--- src/rtl/alu_pkg.sv ---
package alu_pkg;
  localparam int unsigned ALU_W   = 32;
  localparam int unsigned OP_W    = 4;
  localparam int unsigned SEL_W   = 2;

  localparam logic [OP_W-1:0] OP_AND = 4'b0000;
  localparam logic [OP_W-1:0] OP_OR  = 4'b0001;
  localparam logic [OP_W-1:0] OP_ADD = 4'b0010;
  localparam logic [OP_W-1:0] OP_SUB = 4'b0110;
  localparam logic [OP_W-1:0] OP_SLT = 4'b0111;
  localparam logic [OP_W-1:0] OP_NOR = 4'b1100;

  localparam logic [SEL_W-1:0] SEL_AND  = 2'b00;
  localparam logic [SEL_W-1:0] SEL_OR   = 2'b01;
  localparam logic [SEL_W-1:0] SEL_SUM  = 2'b10;
  localparam logic [SEL_W-1:0] SEL_LESS = 2'b11;

  typedef struct packed {
    logic ainv;
    logic bneg;
    logic [SEL_W-1:0] sel;
  } op_t;

  typedef struct packed {
    logic res;
    logic sum;
    logic cout;
  } slice_out_t;

  // One-bit slice body shared by the plain and the top slice.
  function automatic slice_out_t slice_eval(input logic a, input logic b,
                                            input logic cin, input op_t op,
                                            input logic less);
    slice_out_t o;
    logic ae, be;
    ae = a ^ op.ainv;
    be = b ^ op.bneg;
    o.sum  = ae ^ be ^ cin;
    o.cout = (ae & be) | (ae & cin) | (be & cin);
    unique case (op.sel)
      SEL_AND: o.res = ae & be;
      SEL_OR:  o.res = ae | be;
      SEL_SUM: o.res = o.sum;
      default: o.res = less;
    endcase
    return o;
  endfunction
endpackage

--- src/rtl/alu_bit_slice.sv ---
module alu_bit_slice
  import alu_pkg::*;
(
  input  logic a_i,
  input  logic b_i,
  input  logic cin_i,
  input  op_t  op_i,
  input  logic less_i,
  output logic res_o,
  output logic cout_o
);
  slice_out_t s;

  always_comb begin
    s      = slice_eval(a_i, b_i, cin_i, op_i, less_i);
    res_o  = s.res;
    cout_o = s.cout;
  end
endmodule

--- src/rtl/alu_msb_slice.sv ---
module alu_msb_slice
  import alu_pkg::*;
(
  input  logic a_i,
  input  logic b_i,
  input  logic cin_i,
  input  op_t  op_i,
  output logic res_o,
  output logic cout_o,
  output logic set_o,
  output logic ovf_o
);
  slice_out_t s;

  always_comb begin
    s      = slice_eval(a_i, b_i, cin_i, op_i, 1'b0);
    res_o  = s.res;
    cout_o = s.cout;
    ovf_o  = cin_i ^ s.cout;
    set_o  = s.sum ^ ovf_o;
  end

  // Overflow only when the effective operand signs agree and the sum sign differs.
  always_comb begin
    if (ovf_o) begin
      assert_ovf_signs_R6: assert (((a_i ^ op_i.ainv) == (b_i ^ op_i.bneg)) &&
                                   (s.sum != (a_i ^ op_i.ainv)))
        else $error("overflow flagged with mixed effective signs");
    end
  end
endmodule

--- src/rtl/alu_zero_detect.sv ---
module alu_zero_detect #(
  parameter int unsigned W = 32
) (
  input  logic [W-1:0] val_i,
  output logic         zero_o
);
  localparam int unsigned HALF = W / 2;

  generate
    if (W == 1) begin : g_leaf
      assign zero_o = ~val_i[0];
    end else begin : g_split
      logic z_lo, z_hi;
      alu_zero_detect #(.W(HALF)) u_lo (.val_i(val_i[HALF-1:0]), .zero_o(z_lo));
      alu_zero_detect #(.W(W-HALF)) u_hi (.val_i(val_i[W-1:HALF]), .zero_o(z_hi));
      assign zero_o = z_lo & z_hi;
    end
  endgenerate
endmodule

--- src/rtl/alu_ripple.sv ---
module alu_ripple
  import alu_pkg::*;
#(
  parameter int unsigned W = ALU_W
) (
  input  logic [W-1:0]    a_i,
  input  logic [W-1:0]    b_i,
  input  logic [OP_W-1:0] op_i,
  output logic [W-1:0]    result_o,
  output logic            zero_o,
  output logic            carry_o,
  output logic            ovf_o
);
  localparam int unsigned TOP = W - 1;

  op_t          op;
  logic [W:0]   carry;
  logic         set_bit;

  assign op       = op_t'(op_i);
  assign carry[0] = op.bneg;

  generate
    for (genvar i = 0; i < W; i++) begin : g_slice
      if (i == TOP) begin : g_top
        alu_msb_slice u_msb (
          .a_i(a_i[i]), .b_i(b_i[i]), .cin_i(carry[i]), .op_i(op),
          .res_o(result_o[i]), .cout_o(carry[i+1]),
          .set_o(set_bit), .ovf_o(ovf_o)
        );
      end else if (i == 0) begin : g_lsb
        alu_bit_slice u_bit (
          .a_i(a_i[i]), .b_i(b_i[i]), .cin_i(carry[i]), .op_i(op),
          .less_i(set_bit), .res_o(result_o[i]), .cout_o(carry[i+1])
        );
      end else begin : g_mid
        alu_bit_slice u_bit (
          .a_i(a_i[i]), .b_i(b_i[i]), .cin_i(carry[i]), .op_i(op),
          .less_i(1'b0), .res_o(result_o[i]), .cout_o(carry[i+1])
        );
      end
    end
  endgenerate

  assign carry_o = carry[W];

  alu_zero_detect #(.W(W)) u_zero (.val_i(result_o), .zero_o(zero_o));

  // Port-level checks against arithmetic on the operands.
  always_comb begin
    if (op_i == OP_ADD) begin
      assert_add_R4: assert ({carry_o, result_o} == ({1'b0, a_i} + {1'b0, b_i}))
        else $error("add mismatch");
    end
    if (op_i == OP_SUB) begin
      assert_sub_R5: assert (result_o == (a_i - b_i) && carry_o == (a_i >= b_i))
        else $error("subtract mismatch");
      assert_eq_R8: assert (zero_o == (a_i == b_i))
        else $error("equality flag mismatch");
    end
    if (op_i == OP_SLT) begin
      assert_slt_R7: assert (result_o == {{(W-1){1'b0}}, ($signed(a_i) < $signed(b_i))})
        else $error("less-than mismatch");
    end
    if (op_i == OP_NOR) begin
      assert_nor_R3: assert (result_o == ~(a_i | b_i))
        else $error("nor mismatch");
    end
  end
endmodule

--- config.mk ---
export PLATFORM = sky130hd
export DESIGN_NAME = alu_ripple
export DESIGN_NICKNAME = d
export VERILOG_FILES = /design/src/rtl/alu_pkg.sv /design/src/rtl/alu_bit_slice.sv /design/src/rtl/alu_msb_slice.sv /design/src/rtl/alu_zero_detect.sv /design/src/rtl/alu_ripple.sv
export SDC_FILE = /design/constraint.sdc
export NUM_CORES = 1
export LEC_CHECK = 0
export BUFFER_PORTS_ARGS = -buffer_cell sky130_fd_sc_hd__buf_2
export CAP_MARGIN = 20
export CORE_UTILIZATION = 50
export DETAILED_ROUTE_END_ITERATION = 10
export GPL_TIMING_DRIVEN = 0
export PLACE_DENSITY = 0.75
export SLEW_MARGIN = 20
export SYNTH_ARGS = -nofsm -noshare
export SYNTH_HDL_FRONTEND = slang
export SYNTH_SLANG_ARGS = --single-unit
export TNS_END_PERCENT = 50
--- constraint.sdc ---
create_clock -name vclk -period 46.3
set_input_delay 6.945 -clock vclk [all_inputs]
set_output_delay 6.945 -clock vclk [all_outputs]
set_load 0.005 [all_outputs]
==> flow_summary.ini <==
[outcome]
status = finished, violations left
violations = design-rule violations

[yosys]
syn-num-nets = 555
synth_cell_types = 20
synth-seq-area-share = 0
ys_warn_count = 0
synth_top_area_cell = ha_1
synthCells = 391
synth_area_leaders = ha_1, fa_1, xor2_1
avgSynthCellArea_um2 = 8.62
synth_top_area_frac = 0.237
netlist_area_um2 = 3370

[worst_setup_path]
worst_path_max_delay_cell = mux4_2
crit_family = adder cells
worstSetupPathType = input port to output pin
cpPeakStageDelay_ps = 520
worstPathArrival_ps = 21030
cpMostUsedCell = fa_1
crit_path_start_kind = input port
crit_path_end_kind = output pin
worst-path-buf-inv = 5
cp_max_fo = 10
critPathLaunch = op_i[3]
cp_data_required_time_ps = 39350

[sta]
fmax_mhz = 35.7
tightestPinTransition_ps = 584
hold_viol = 0
setup_slack_ps = 18320
grt_setup_unrepaired = no
drv_slew = 0
min_period_ps = 27980
slew_headroom = 0.610
setup_viol = 0
tns_ps = 0
fin_crit_sh = 0.604
fin_hold_ws_ps = 14420

[global_routing]
grt_use_total = 0.214
grt_max_degree = 11
grt_pass1_wl_um = 12500
gr-total-overflow = 0
grt_pass1_vias = 2884
antenna_found_initial = 0

[pwr]
p_leak_nw = 2.35
sw_frac_of_total = 0.515
power.total_uw = 59.1
cellPowerDensity_nw_per_um2 = 14.9
switchingPower_uw = 30.4
pwr-share-seq = 0
p_comb_frac = 1.000
ir_drop_uv = 8.22
p_int_uw = 28.7
clockPowerShare = 0

[route]
via_per_inst = 4.78
dr_total_vias = 2711
wl_um = 7400
wl_per_cell_um = 13.0
antenna_left = 0
drt_iter0_markers = 56
dr.pass1.iters = 7
drc = 14

[min_path]
hp-start = op_i[1]
hp-class = input port to output pin

[clocking]
cts_resized = 0
post_cts_buffers = 0
holdBufCountCts = 0

[cells_and_area]
multi_input_area_um2 = 2640
regArea_um2 = 0
nNetsFinal = 656
seq_cells = 0
num_antenna_cells = 0
fin_util = 0.617
clockBufferCount = 0
drive_gt1_frac = 0.306
area_delta_synth_final_pct = 17.6
nFillCells = 569

[floorplan]
top_level_ports = 103
fp.dieW_um = 84.1
dieArea_um2 = 7080
fp.dieH_um = 84.1
core.rowCount = 29
start_util = 0.525
core_area_um2 = 6420

[place]
place.gp.congestion = 0.810
post-place-ws_ps = 18380
dp_hpwl_um = 6320
io_buffer_count = 99

[job]
drv_cap = 0
metrics by stage:
step,area (um2),std cells
after floorplan,3370,391
after detailed placement,3960,567
final,3960,567
after CTS,3960,567
after global routing,3960,567
after global placement,3960,567
cells by family (layout without fill, tap and decap cells):
logic type / count (synthesis) / count (layout) / synth area share
AO/OA/AOI/OAI: 32 / 32 / 0.0590
XOR/XNOR: 66 / 66 / 0.171
adder cells (fa/ha/maj): 96 / 96 / 0.427
buffers and inverters: 151 / 250 / 0.218
multiplexers: 32 / 32 / 0.0987
AND/OR/NAND/NOR: 14 / 14 / 0.0256
final timing paths:
path | end | slack (ps) | cells after the start
max | zero_o | 18320 | 41
min | result_o[31] | 14420 | 4
layout by cell type (no fill, tap or decap), drive strengths merged:
| master | netlist | routed |
|---|---|---|
| a21oi | 1 | 1 |
| buf | 49 | 148 |
| clkbuf | 2 | 2 |
| fa | 32 | 32 |
| ha | 64 | 64 |
| inv | 100 | 100 |
| mux2i | 31 | 31 |
| mux4 | 1 | 1 |
| nand2 | 2 | 2 |
| nand2b | 1 | 1 |
| nand4 | 1 | 1 |
| nor2 | 1 | 1 |
| nor3 | 1 | 1 |
| nor4 | 8 | 8 |
| o22ai | 31 | 31 |
| xnor2 | 3 | 3 |
| xor2 | 63 | 63 |
cells in the mapped netlist (2+ instances only):
cell type / number
inv_1: 100
ha_1: 64
xor2_1: 63
buf_4: 33
fa_1: 32
mux2i_1: 31
o22ai_1: 31
buf_2: 11
nor4_1: 8
buf_6: 4
xnor2_1: 3
clkbuf_1: 2
nand2_1: 2
metal layers:
layer | global-route usage | part of all wire | vias to the layer above | wire length [um]
met1 | 0.251 | 0.42 | 1263 | 3070
li1 | - | - | 1348 | -
met5 | 0 | 0 | - | 0
met3 | 0.00495 | 0.038 | 15 | 280
met4 | 0.0486 | 0.017 | 0 | 123
met2 | 0.429 | 0.53 | 85 | 3920
layout make-up:
class	count	share of cell area
Buffer	51	0.0906
Multi-Input combinational cell	240	0.665
Timing Repair Buffer	99	0.125
Inverter	100	0.0947
Tap cell	77	0.0243
power groups by stage:
stage,clock network [mW],logic (mW),registers [mW]
finish,0,0.0591,0
detailed placement,0,0.0592,0
CTS,0,0.0595,0
global placement,0,0.0560,0
global route,0,0.0674,0
floorplan,0,0.0416,0
No activity file was read; power rests on OpenSTA's default activity.
